**config.mk**
```make
export PLATFORM = sky130hd
export DESIGN_NAME = therm_cooldown_ctrl
export DESIGN_NICKNAME = d
export VERILOG_FILES = /design/src/rtl/therm_cd_pkg.sv /design/src/rtl/therm_cd_trip.sv /design/src/rtl/therm_cd_backoff.sv /design/src/rtl/therm_cooldown_ctrl.sv
export SDC_FILE = /design/constraint.sdc
export NUM_CORES = 1
export LEC_CHECK = 0
export ABC_CLOCK_PERIOD_IN_PS = 4000
export BUFFER_PORTS_ARGS = -buffer_cell sky130_fd_sc_hd__buf_2
export CORE_MARGIN = 10
export CORE_UTILIZATION = 42
export DETAILED_ROUTE_END_ITERATION = 7
export GPL_ROUTABILITY_DRIVEN = 0
export HOLD_SLACK_MARGIN = 0.1
export PLACE_DENSITY = 0.65
export SKIP_LAST_GASP = 1
export SLEW_MARGIN = 20
export SYNTH_ARGS = -nofsm -noshare
export SYNTH_HDL_FRONTEND = slang
export SYNTH_SLANG_ARGS = --single-unit
```
**constraint.sdc**
```tcl
create_clock -name clk -period 4 [get_ports clk]
set_clock_uncertainty 0.1 [all_clocks]
set_input_delay 0.4 -clock clk [delete_from_list [all_inputs] [get_ports clk]]
set_output_delay 0.4 -clock clk [all_outputs]
set_load 0.005 [all_outputs]
```
**src/rtl/therm_cd_pkg.sv**
```systemverilog
package therm_cd_pkg;

    typedef enum logic [2:0] {
        CAUSE_NONE   = 3'd0,
        CAUSE_LOCAL  = 3'd4,
        CAUSE_REMOTE = 3'd5
    } trip_cause_e;

    typedef enum logic {
        ST_ON  = 1'b0,
        ST_OFF = 1'b1
    } pwr_state_e;

endpackage

```
**src/rtl/therm_cd_trip.sv**
```systemverilog
module therm_cd_trip
    import therm_cd_pkg::*;
#(
    parameter int TEMP_W      = 12,
    parameter int LOCAL_LIMIT = 85
) (
    input  logic                     armed,
    input  logic signed [TEMP_W-1:0] loc_temp,
    input  logic                     loc_vld,
    input  logic signed [TEMP_W-1:0] rem_temp,
    input  logic                     rem_vld,
    input  logic signed [TEMP_W-1:0] rem_limit,
    output logic                     trip,
    output trip_cause_e              cause
);
    localparam logic signed [TEMP_W-1:0] LOC_LIM = TEMP_W'(LOCAL_LIMIT);

    logic loc_hot;
    logic rem_hot;

    always_comb begin
        loc_hot = armed && loc_vld && (loc_temp > LOC_LIM);
        rem_hot = armed && rem_vld && (rem_temp > rem_limit);
        trip    = loc_hot || rem_hot;
        if (loc_hot)      cause = CAUSE_LOCAL;
        else if (rem_hot) cause = CAUSE_REMOTE;
        else              cause = CAUSE_NONE;
    end
endmodule

```
**src/rtl/therm_cd_backoff.sv**
```systemverilog
module therm_cd_backoff #(
    parameter int COOL_MIN   = 5,
    parameter int COOL_STEP  = 30,
    parameter int COOL_MAX   = 300,
    parameter int QUIET_SECS = 300,
    localparam int COOL_W    = $clog2(COOL_MAX + 1),
    localparam int QUIET_W   = $clog2(QUIET_SECS + 1)
) (
    input  logic              clk,
    input  logic              rst_n,
    input  logic              pwr_on,
    input  logic              enable,
    input  logic              trip,
    input  logic              sec_tick,
    output logic [COOL_W-1:0] cool
);
    typedef struct packed {
        logic [COOL_W-1:0]  cool;
        logic [QUIET_W-1:0] quiet;
    } bo_t;

    bo_t             r_q, r_d;
    logic [COOL_W:0] bumped;

    always_comb begin
        r_d    = r_q;
        bumped = {1'b0, r_q.cool} + (COOL_W + 1)'(COOL_STEP);
        if (!pwr_on) begin
            r_d.quiet = '0;
        end else if (trip) begin
            r_d.quiet = '0;
            r_d.cool  = (bumped > (COOL_W + 1)'(COOL_MAX)) ? COOL_W'(COOL_MAX)
                                                           : bumped[COOL_W-1:0];
        end else if (enable && sec_tick && r_q.quiet != QUIET_W'(QUIET_SECS)) begin
            r_d.quiet = r_q.quiet + 1'b1;
            if (r_q.quiet == QUIET_W'(QUIET_SECS - 1))
                r_d.cool = COOL_W'(COOL_MIN);
        end
    end

    always_ff @(posedge clk) begin
        if (!rst_n) begin
            r_q.cool  <= COOL_W'(COOL_MIN);
            r_q.quiet <= '0;
        end else begin
            r_q <= r_d;
        end
    end

    assign cool = r_q.cool;
endmodule

```
**src/rtl/therm_cooldown_ctrl.sv**
```systemverilog
module therm_cooldown_ctrl
    import therm_cd_pkg::*;
#(
    parameter int TEMP_W      = 12,
    parameter int LOCAL_LIMIT = 85,
    parameter int COOL_MIN    = 5,
    parameter int COOL_STEP   = 30,
    parameter int COOL_MAX    = 300,
    parameter int QUIET_SECS  = 300,
    localparam int COOL_W     = $clog2(COOL_MAX + 1)
) (
    input  logic                     clk,
    input  logic                     rst_n,
    input  logic                     prot_en,
    input  logic signed [TEMP_W-1:0] loc_temp,
    input  logic                     loc_vld,
    input  logic signed [TEMP_W-1:0] rem_temp,
    input  logic                     rem_vld,
    input  logic signed [TEMP_W-1:0] rem_limit,
    input  logic                     sec_tick,
    output logic                     pwr_en,
    output logic [2:0]               trip_cause,
    output logic [COOL_W-1:0]        cool_secs
);
    typedef struct packed {
        pwr_state_e        st;
        logic [COOL_W-1:0] remain;
        trip_cause_e       cause;
    } ctl_t;

    ctl_t              s_q, s_d;
    logic              armed;
    logic              trip;
    trip_cause_e       new_cause;
    logic [COOL_W-1:0] cool_cur;

    assign armed = (s_q.st == ST_ON) && prot_en;

    therm_cd_trip #(
        .TEMP_W      (TEMP_W),
        .LOCAL_LIMIT (LOCAL_LIMIT)
    ) u_trip (
        .armed     (armed),
        .loc_temp  (loc_temp),
        .loc_vld   (loc_vld),
        .rem_temp  (rem_temp),
        .rem_vld   (rem_vld),
        .rem_limit (rem_limit),
        .trip      (trip),
        .cause     (new_cause)
    );

    therm_cd_backoff #(
        .COOL_MIN   (COOL_MIN),
        .COOL_STEP  (COOL_STEP),
        .COOL_MAX   (COOL_MAX),
        .QUIET_SECS (QUIET_SECS)
    ) u_backoff (
        .clk      (clk),
        .rst_n    (rst_n),
        .pwr_on   (s_q.st == ST_ON),
        .enable   (prot_en),
        .trip     (trip),
        .sec_tick (sec_tick),
        .cool     (cool_cur)
    );

    always_comb begin
        s_d = s_q;
        case (s_q.st)
            ST_ON: begin
                if (trip) begin
                    s_d.st     = ST_OFF;
                    s_d.remain = cool_cur;
                    s_d.cause  = new_cause;
                end
            end
            ST_OFF: begin
                if (sec_tick) begin
                    if (s_q.remain <= COOL_W'(1)) begin
                        s_d.st     = ST_ON;
                        s_d.remain = '0;
                    end else begin
                        s_d.remain = s_q.remain - 1'b1;
                    end
                end
            end
            default: s_d.st = ST_ON;
        endcase
    end

    always_ff @(posedge clk) begin
        if (!rst_n) begin
            s_q.st     <= ST_ON;
            s_q.remain <= '0;
            s_q.cause  <= CAUSE_NONE;
        end else begin
            s_q <= s_d;
        end
    end

    assign pwr_en     = (s_q.st == ST_ON);
    assign trip_cause = s_q.cause;
    assign cool_secs  = cool_cur;
endmodule

```
Word-level counts from Yosys, hierarchy flattened. Cells that the tools add are included.

Flip-flop bits (word level): 31. Output and inout port bits: 13.

Add/sub/neg operators: 3. Magnitude comparators: 4. Equal/unequal tests: 4. Mux-type cells: 11. Bitwise gates (word level): 2. Reduce and logical (&&, ||, !) cells: 14.

Operators by type and width (number): $mux 18 (2); $mux 9 (3); $pmux 10 s2 (1); $mux 13 (1); $gt 12x12->1 (1); $gt 12x8->1 const B (1); $add 9x5->10 const B (1); $gt 10x9->1 const B (1); $mux 10 (1); $add 9x1->9 const B (1); $eq 9x9->1 const B (1); $le 9x1->1 const B (1); $ne 9x9->1 const B (1); $sub 9x1->9 const B (1); $logic_and 1x1->1 (7); $mux 3 (2); $reduce_and 2->1 (2); $reduce_bool 2->1 (2); $reduce_and 3->1 (1); $reduce_or 3->1 (1); $ne 2x1->1 const B (1); $ne 2x2->1 const B (1); $not 1->1 (2); $logic_or 1x1->1 (1); $mux 1 (1).

Depth between registers and ports, before layout. Gate-level depths: netlist (run 1).

Word-level depth: 8. Gate-level depth with buffers: 10. Mapped depth without buffers: 8.

Modules after synthesis. A second synthesis (run 1) with hierarchy kept.

Cells, all modules: 285. Area, all modules: 2301.0 um^2.

Modules (own cells, without submodules): therm_cd_backoff (instances 1, cells an instance 147, area each 1154.9 um^2, sequential area each 360.3 um^2); therm_cooldown_ctrl (instances 1, cells an instance 76, area each 704.4 um^2, sequential area each 260.2 um^2); therm_cd_trip (instances 1, cells an instance 62, area each 441.7 um^2, sequential area each 0.0 um^2).

Least setup slack after synthesis (run 1). Ideal clock, no wire load.

Kind: input to register. From: input port rem_limit[9]. To: register, netlist name u_backoff.cool[3]. Arrival time: 2.150 ns. Data required time: 3.770 ns. Slack: 1.620 ns. Stages on the path: 9. Buffers on the path: 2. Cells stage by stage: inv_1 -> ha_1 -> a21o_1 -> a2111o_1 -> o31a_1 -> buf_4 -> nor2_4 -> buf_4 -> o211ai_1.

Word-level cells in the longest chain between the ends: 5.

Ends and longest elaborated chain: from (decl) (line therm_cooldown_ctrl.sv:19) `input logic signed [TEMP_W-1:0] rem_limit,`; $gt 12x12->1 * (line therm_cd_trip.sv:23) `rem_hot = armed && rem_vld && (rem_temp > rem_limit);`; $logic_and 1x1->1 * (line therm_cd_trip.sv:23); $logic_or 1x1->1 * (line therm_cd_trip.sv:24) `trip = loc_hot || rem_hot;`; $reduce_bool 2->1 (no source line); $reduce_and 3->1 (no source line).

Mark *: on every way between the ends. The rest lies on a longest branch, timed or not. A chain may end at the register's enable or synchronous reset.

Worst setup path after layout (run 1).
From: register, netlist name u_backoff.cool[1]. To: register, netlist name u_backoff.cool[3].

Word-level cells in the longest chain between the ends: 4.

Ends and longest elaborated chain: $add 9x5->10 * (line therm_cd_backoff.sv:27) `bumped = {1'b0, r_q.cool} + (COOL_W + 1)'(COOL_STEP);`; $gt 10x9->1 (line therm_cd_backoff.sv:32) `r_d.cool = (bumped > (COOL_W + 1)'(COOL_MAX)) ? COOL_W'(COOL_MAX)`; $mux 9 * (line therm_cd_backoff.sv:32); $mux 18 * (line therm_cd_backoff.sv:30) `end else if (trip) begin`.

Marked as above.

==> reports/metrics.cfg, run 1 <==
[status]
outcome=finished clean

[logic_synthesis]
synth_ff_type=dfxtp_1
synthArstFlopShare=0
synthMuxAreaShare=0
synth_area_leaders=dfxtp_1 26%, ha_1 9.2%, a21oi_1 4.5%, buf_4 4.5%, inv_1 3.7%
yosys_warnings=0
ys_ff_latch=30
synthXorXnorAreaFrac=0.0680
syn_inst=290
syn_avg_cell_area_um2=7.99
synth_edf_count=0
synth_cell_types=57
synthSimpleGateAreaFrac=0.235
synth_fa_ha_area_frac=0.0918
synth-compound-area-share=0.234
synth_fp_nets=349
synth_seq_area_share=0.259
synth_top_family_by_area=simple AND/OR/NAND/NOR gates
netlist_area_um2=2320
synth_top_cell_area_share=0.259
yosysTopAreaCell=dfxtp_1

[clocking]
cts_root_buf=clkbuf_8
cts_made_buffers=5
clk_latency_ps=280
clk_pin_slew_worst_paths_ps=60
postCtsSetupRepairBufs=0
cts_resized=0
cts_hold_buf=0
htreeDepth=2
tritoncts=yes
cts_buffer_depth=2
cts_sinks=30

[sta]
max_freq_mhz=369
setup_viol=0
tns_ps=0
period_minus_slack_ps=2710
hold_viol=0
maxSlewHeadroom=0.461
worst_slew_pin_slew_ps=808
slew_viol_final=0
fin_crit_sh=0.677
rsz0062_at_grt=false

[drt]
drt_first_pass_iters=4
drt-vias-per-instance=5.49
drtIter0Drc=116
ant_nets=0
drc_errors=0
avgRoutedWirePerCell_um=14.5
wl_um=5670
vias=2152

[setup_path]
start_kind=flip-flop
path_buf_inv=1
regToRegSetupSlack_ps=1290
crit_fanout=10
required_ps=4100
path_depth=8
rr_worst_depth=8
critPathMaxStageDelay_ps=540
crit_end=u_backoff.cool[3]$_SDFFE_PN0P_
setup.worst_path.start=u_backoff.cool[1]$_SDFFE_PN0P_
arrival_ps=2810
critPathTopFamily=compound AO/OA/AOI/OAI gates
crit_chain=inv_1 -> ha_1 -> nor3b_2 -> or4b_1 -> o2bb2ai_1 -> a31oi_1 -> o221ai_1 -> o211ai_1
cp-end-kind=flip-flop
cp_slowest_cell=dfxtp_1
crit_type=reg -> reg
timing.rr.start=u_backoff.cool[1]$_SDFFE_PN0P_
worstReg2RegEnd=u_backoff.cool[3]$_SDFFE_PN0P_

[global_routing]
overflow=0
grt_pass1_vias=2127
grt_usage=0.127
antenna_found_initial=0
grt_max_degree=20
grt_pass1_wl_um=9450

[place]
dp_hpwl_um=4270
port_buffers=52
placed_area_um2=2500

[die]
initial_core_util=0.442
dieArea_um2=8890
die-width_um=94.3
core-area_um2=5240
row_count=26
die_y_um=94.3
ioPinCount=55

[cells_and_area]
syn_to_final_growth_pct=11.1
final_common_cell=buf_2
antennaDiodeCount=0
final_cell_area_um2=2570
drive_gt1_frac=0.199
layout_common_cells=52 x buf_2, 30 x dfxtp_1, 23 x inv_1
final_util=0.491
fill_cells=512
nNetsFinal=381

[power_and_ir_drop]
ir_drop_uv=178
p_total_w=0.000831
powerDensity_nw_per_um2=323
p_leak_nw=1.09

[hold_path]
hp-class=in -> reg

[job]
cap_viol_max_count=0

## worst register-to-register path, stage by stage, from the launching register on
cell and delay [ps]:
dfxtp_1 540, inv_1 110, ha_1 260, nor3b_2 230, or4b_1 510, o2bb2ai_1 160
a31oi_1 420, o221ai_1 180, o211ai_1 120
## cell usage after synthesis (all sizes together), types with 2 or more instances
cell type / count
dfxtp: 30
inv: 23
a21oi: 21
nor2: 21
buf: 19
nand2: 18
ha: 17
nand3: 11
nand4: 11
nor3: 11
a211oi: 10
xnor2: 9
xor2: 9
clkbuf: 8
a22oi: 6
o211ai: 6
and3: 5
nor2b: 5
o21ai: 4
a31oi: 3
and4b: 3
nor4: 3
o21a: 3
o31ai: 3
a41oi: 2
nand2b: 2
nor3b: 2
o2111ai: 2
o221ai: 2
or3: 2
or4b: 2
## state kept, by name, indices dropped and copies added (netlist names)
register and count:
s_q 10, trip_cause 2, u_backoff.cool 9, u_backoff.r_q 9
## per-layer routing
layer	up-vias	track usage	part of all wire
met1	970	0.169	0.48
li1	1113	-	-
met4	0	0.0329	0.0094
met3	6	0.0560	0.076
met2	63	0.182	0.43
met5	-	0	0
## logic make-up (layout without fill, tap and decap cells)
kind of cell,Yosys count,count (layout)
xor gates and xnor gates,18,18
and+or+nand+nor,100,100
other,1,1
AOI/OAI and AO/OA,74,74
DFF,30,30
buffers and inverters,50,82
adders and majority gates,17,17
## where the power goes
| part | switching, W | internal (W) | total [W] |
|---|---|---|---|
| registers | 0.0000360 | 0.000322 | 0.000357 |
| clock network | 0.000110 | 0.000120 | 0.000230 |
| logic | 0.000130 | 0.000113 | 0.000243 |
## through the flow
| step | std cells | hold slack, ps | worst slack (ps) |
|---|---|---|---|
| 2_1_floorplan | 290 | 342 | 1620 |
| 3_3_place_gp | 385 | 368 | 1120 |
| 3_5_place_dp | 385 | 370 | 1090 |
| 4_1_cts | 392 | 361 | 1280 |
| 5_1_grt | 392 | 416 | 1120 |
| 6_report | 392 | 364 | 1290 |
## cell type report
class / instances / area (um^2) / area share
clock buffer: 7 / 76.3 / 0.0297
tap: 70 / 87.6 / 0.0340
inverter: 23 / 86.3 / 0.0335
timing repair buffer: 52 / 260 / 0.101
sequential: 30 / 601 / 0.233
multi-input combinational: 210 / 1460 / 0.568
## worst min-delay path by stage
stage               slack [ps]  depth (start not counted)                    endpoint                       start
CTS                        360                          4          s_q[12]$_SDFF_PN0_                    sec_tick
global placement           370                          1  trip_cause[2]$_SDFFE_PN0P_  trip_cause[2]$_SDFFE_PN0P_
floorplan                  340                          1  trip_cause[2]$_SDFFE_PN0P_  trip_cause[2]$_SDFFE_PN0P_
finish                     360                          4          s_q[12]$_SDFF_PN0_                    sec_tick
detailed placement         370                          1  trip_cause[2]$_SDFFE_PN0P_  trip_cause[2]$_SDFFE_PN0P_
global route               420                          2         s_q[5]$_SDFFE_PN0P_                       rst_n
No activity file was read; power rests on OpenSTA's default activity.
==> run 2: changes to the inputs <==
Settings changed: ABC_CLOCK_PERIOD_IN_PS 4000 to 2700.
Clock period 4 ns to 2.7 ns, I/O delays scaled along.
==> run 2 against run 1 <==
  * Cell count up 1.8%
  * Clock power up 49%
  * Register-to-register slack worse by 880 ps
  * Core utilization up 1.0 points
  * Via count up 3.4%
  * Hold slack worse by 140 ps
  * Die area unchanged
  * Critical path depth up 1
  * Power up 50%
  * Non-clock buffer count up 7
  * First-iteration DRC count up 23%
  * Largest cell class unchanged
  * Largest power group unchanged
==> reports/metrics.cfg, run 2 (synthesis gave the netlist of run 1 again) <==
[sta]
slew_viol_final=0
maxSlewHeadroom=0.606
max_freq_mhz=437
period_minus_slack_ps=2290
setup_viol=0
hold_viol=0
fin_crit_sh=0.847
worst_slew_pin_slew_ps=586
rsz0062_at_grt=false
tns_ps=0

[clocking]
cts_made_buffers=5
cts_hold_buf=0
clk_latency_ps=280
cts_root_buf=clkbuf_8
cts_sinks=30
cts_resized=0
clk_pin_slew_worst_paths_ps=60
cts_buffer_depth=2
htreeDepth=2
tritoncts=yes
postCtsSetupRepairBufs=0

[power_and_ir_drop]
powerDensity_nw_per_um2=475
p_int_w=0.000832
p_leak_nw=1.12
pwr-share-seq=0.418
ir_drop_uv=232
pwr-share-comb=0.307
switching_share=0.333
p_clk_frac=0.275
switchingPower_w=0.000415
p_total_w=0.00125

[global_routing]
antenna_found_initial=0
grt_pass1_vias=2131
grt_max_degree=19
overflow=0
grt_pass1_wl_um=9550
grt_usage=0.128

[die]
die-width_um=94.3
core-area_um2=5240
die_y_um=94.3
initial_core_util=0.442
row_count=26
ioPinCount=55
dieArea_um2=8890

[cells_and_area]
final_common_cell=buf_2
regMostFlops=s_q
layout_common_cells=52 x buf_2, 30 x dfxtp_1, 23 x inv_1
fill_cells=521
nNetsFinal=388
reg_top3=s_q: 10 flops, u_backoff.cool: 9 flops, u_backoff.r_q: 9 flops
syn_to_final_growth_pct=13.3
seqCellArea_um2=601
multi_input_area_um2=1460
drive_gt1_frac=0.216
antennaDiodeCount=0
largest_reg_flops=10

[hold_path]
hp-class=in -> reg

[drt]
drc_errors=0
drtIter0Drc=143
wl_um=5690
vias=2226
drt_first_pass_iters=4
drt-vias-per-instance=5.58
avgRoutedWirePerCell_um=14.3
ant_nets=0

[setup_path]
crit_type=reg -> reg
start_kind=flip-flop
cp-end-kind=flip-flop
arrival_ps=2320
required_ps=2740
crit_fanout=5

[place]
dp_hpwl_um=4430
port_buffers=52

[job]
cap_viol_max_count=0

[status]
outcome=finished clean

-- run 2: cell types whose count changed in the layout (fill, tap and decap cells not counted) --
cell	previous run	this run
buf_4	0	7
-- run 2: power by group through the flow --
stage / clock [W] / combinational [W] / sequential [W]
after CTS: 0.000346 / 0.000387 / 0.000521
final: 0.000342 / 0.000383 / 0.000521
after global routing: 0.000365 / 0.000435 / 0.000528
after detailed placement: 0 / 0.000384 / 0.000530
after floorplan: 0 / 0.000305 / 0.000514
after global placement: 0 / 0.000377 / 0.000529
-- run 2: cell type report --
class	instances	area share
Multi-Input combinational cell	210	0.557
Sequential cell	30	0.229
Timing Repair Buffer	59	0.119
Tap cell	70	0.0333
Inverter	23	0.0329
Clock buffer	7	0.0291
-- run 2: final timing paths --
| path | start | endpoint | slack, ps | cells past startpoint |
|---|---|---|---|---|
| setup / recovery | u_backoff.cool[2]$_SDFFE_PN1P_ | u_backoff.cool[2]$_SDFFE_PN1P_ | 410 | 9 |
| setup reg to reg | u_backoff.cool[2]$_SDFFE_PN1P_ | u_backoff.cool[2]$_SDFFE_PN1P_ | 410 | 9 |
| hold reg to reg | trip_cause[2]$_SDFFE_PN0P_ | trip_cause[2]$_SDFFE_PN0P_ | 370 | 1 |
| hold / removal | sec_tick | s_q[12]$_SDFF_PN0_ | 230 | 4 |
-- run 2: critical path: stages (launching register included) --
cell and delay, ps:
dfxtp_1 340, inv_1 60, ha_1 230, xnor2_1 150
or4b_2 620, a21oi_1 150, a31oi_1 50, buf_4 170
a211oi_1 200, a41oi_1 80
-- run 2: per-stage QoR --
stage | hold WS, ps | setup WS (ps) | instance area (um^2) | util | cells
final | 229 | 412 | 2630 | 0.501 | 399
after global routing | 273 | 256 | 2630 | 0.501 | 399
after CTS | 232 | 409 | 2630 | 0.501 | 399
after detailed placement | 367 | 120 | 2550 | 0.487 | 392
after global placement | 372 | 229 | 2550 | 0.487 | 392
after floorplan | 342 | 436 | 2320 | - | 290
-- run 2: layer usage --
layer | track usage | wire length [um] | up-vias
met3 | 0.0528 | 570 | 6
li1 | - | - | 1125
met4 | 0.0304 | 51 | 0
met2 | 0.196 | 2450 | 75
met1 | 0.162 | 2620 | 1020
met5 | 0 | 0 | -
==> run 3: changes to the inputs <==
Settings changed: ABC_AREA from default to 1, ABC_CLOCK_PERIOD_IN_PS 2700 to 2400.
Clock period 2.7 ns to 2.4 ns, I/O delays scaled along.
==> run 3 against run 2 <==
  * Flip-flop and latch count unchanged
  * Combinational power is 5.5% higher
  * Hold slack got worse by 100 ps
  * Critical path depth increased by 3
  * Fmax rose by 12%
  * Via count increased by 6.3%
  * Design area up 3.3%
  * Core utilization shrank 0.86 points
  * Register-to-register slack got worse by 60 ps
  * Routed wire length about the same
  * Synthesized cell count rose by 28%
  * Critical path type unchanged
==> reports/metrics.cfg, run 3 <==
[global_routing]
overflow=0
grt_pass1_wl_um=9940
antenna_found_initial=0
grt_max_degree=21
grt_pass1_vias=2225
grt_usage=0.134

[setup_path]
regToRegSetupSlack_ps=350
crit_fanout=5
arrival_ps=2110
required_ps=2460
start_kind=flip-flop
crit_type=reg -> reg
cp-end-kind=flip-flop

[die]
dieArea_um2=9080
row_count=27
die-width_um=95.3
initial_core_util=0.433
core-area_um2=5510
die_y_um=95.3
ioPinCount=55

[logic_synthesis]
synth_top_cell_area_share=0.252
syn_avg_cell_area_um2=6.40
ys_ff_latch=30
syn_inst=372
synth_area_leaders=dfxtp_1 25%, nand2_1 15%, inv_1 9.1%, ha_1 8.9%, nor2_1 8.2%
synth_edf_count=0
yosys_warnings=0
synthTopCellsByCount=97 x nand2_1, 58 x inv_1, 52 x nor2_1
synth_cell_types=32
synth_ff_type=dfxtp_1
yosysTopAreaCell=dfxtp_1
netlist_area_um2=2380
synth_fp_nets=431
synthArstFlopShare=0
synth_seq_area_share=0.252
yosysMostFrequentCell=nand2_1

[sta]
fin_ws_ps=355
max_freq_mhz=489
tns_ps=0
hold_viol=0
rsz0062_at_grt=false
fin_crit_sh=0.852
setup_viol=0
slew_viol_final=0
period_minus_slack_ps=2050

[cells_and_area]
layout_common_cells=97 x nand2_1, 58 x inv_1, 52 x nor2_1, 52 x buf_2, 30 x dfxtp_1
final_util=0.493
regMostFlops=s_q
largest_reg_flops=10
nNetsFinal=475
drive_gt1_frac=0.206
antennaDiodeCount=0
fill_cells=586
final_common_cell=nand2_1
reg_top3=s_q: 10 flops, u_backoff.cool: 9 flops, u_backoff.r_q: 9 flops
syn_to_final_growth_pct=13.9

[drt]
vias=2366
drt_first_pass_iters=5
drt-vias-per-instance=4.84
wl_um=5690
drtIter0Drc=109
drc_errors=0
ant_nets=0
avgRoutedWirePerCell_um=11.6

[clocking]
cts_sinks=30
tritoncts=yes
cts_buffer_depth=2
cts_made_buffers=5
cts_root_buf=clkbuf_8
postCtsSetupRepairBufs=0
cts_resized=0
cts_hold_buf=0
htreeDepth=2
clk_latency_ps=290
clk_pin_slew_worst_paths_ps=60

[job]
cap_viol_max_count=0

[power_and_ir_drop]
pwr-share-comb=0.292
p_leak_nw=1.39
switchingPower_w=0.000468
pwr-share-seq=0.402
p_int_w=0.000918
p_clk_frac=0.306
ir_drop_uv=327
switching_share=0.337
powerDensity_nw_per_um2=511
p_total_w=0.00139

[hold_path]
hp-class=in -> reg

[place]
dp_hpwl_um=4580
port_buffers=52
post-place-ws_ps=259

[status]
outcome=finished clean

[run 3: logic make-up (layout without fill, tap and decap cells)]
group / after synthesis / count (layout) / synth area share
AND/OR/NAND/NOR: 203 / 203 / 0.383
buffers and inverters: 78 / 123 / 0.151
AO/OA/AOI/OAI: 35 / 35 / 0.0935
flip-flops: 30 / 30 / 0.252
adder cells (fa/ha/maj): 17 / 17 / 0.0893
XOR/XNOR: 8 / 8 / 0.0294
other: 1 / 1 / 0.00157
[run 3: layout make-up]
type,instances,area [um^2],share of cell area
Clock buffer,7,86.3,0.0318
Clock inverter,1,5.00,0.00184
Tap cell,72,90.1,0.0332
Inverter,61,234,0.0862
Sequential cell,30,601,0.221
Multi-Input combinational cell,264,1420,0.524
Timing Repair Buffer,54,275,0.101
[run 3: worst paths after layout]
path | startpoint | to | depth (start not counted)
max | u_backoff.cool[1]$_SDFFE_PN0P_ | u_backoff.cool[0]$_SDFFE_PN1P_ | 12
max reg2reg | u_backoff.cool[1]$_SDFFE_PN0P_ | u_backoff.cool[0]$_SDFFE_PN1P_ | 12
min reg2reg | trip_cause[0]$_SDFFE_PN0P_ | trip_cause[0]$_SDFFE_PN0P_ | 2
min | rst_n | u_backoff.cool[2]$_SDFFE_PN1P_ | 2
[run 3: power by group through the flow]
| stage | Sequential, W | Combinational [W] | Clock (W) |
|---|---|---|---|
| 2_1_floorplan | 0.000560 | 0.000322 | 0 |
| 3_3_place_gp | 0.000568 | 0.000398 | 0 |
| 3_5_place_dp | 0.000569 | 0.000407 | 0 |
| 4_1_cts | 0.000558 | 0.000408 | 0.000435 |
| 5_1_grt | 0.000563 | 0.000467 | 0.000462 |
| 6_report | 0.000558 | 0.000404 | 0.000424 |
[run 3: layer usage]
layer	global-route usage	part of all wire	vias to the layer above
met1	0.153	0.44	1057
met3	0.0377	0.063	7
met2	0.234	0.49	49
met5	0	0	-
li1	-	-	1253
met4	0.0436	0.016	0
[run 3: critical path: stages, from the launching register on]
cell and delay (ps):
dfxtp_1 410, inv_1 100, ha_1 240, nand2_1 70
nand2_1 70, nor2_1 140, nand3_1 140, inv_1 100
nor2_1 60, nor2_1 260, nand2_1 90, nand2_1 60
o211ai_1 70
[run 3: per-stage QoR]
| stage | area [um^2] | instances | hold WS, ps |
|---|---|---|---|
| after floorplan | 2380 | 372 | 326 |
| after global placement | 2620 | 481 | 330 |
| after detailed placement | 2620 | 481 | 336 |
| after CTS | 2710 | 489 | 121 |
| after global routing | 2710 | 489 | 151 |
| final | 2710 | 489 | 128 |
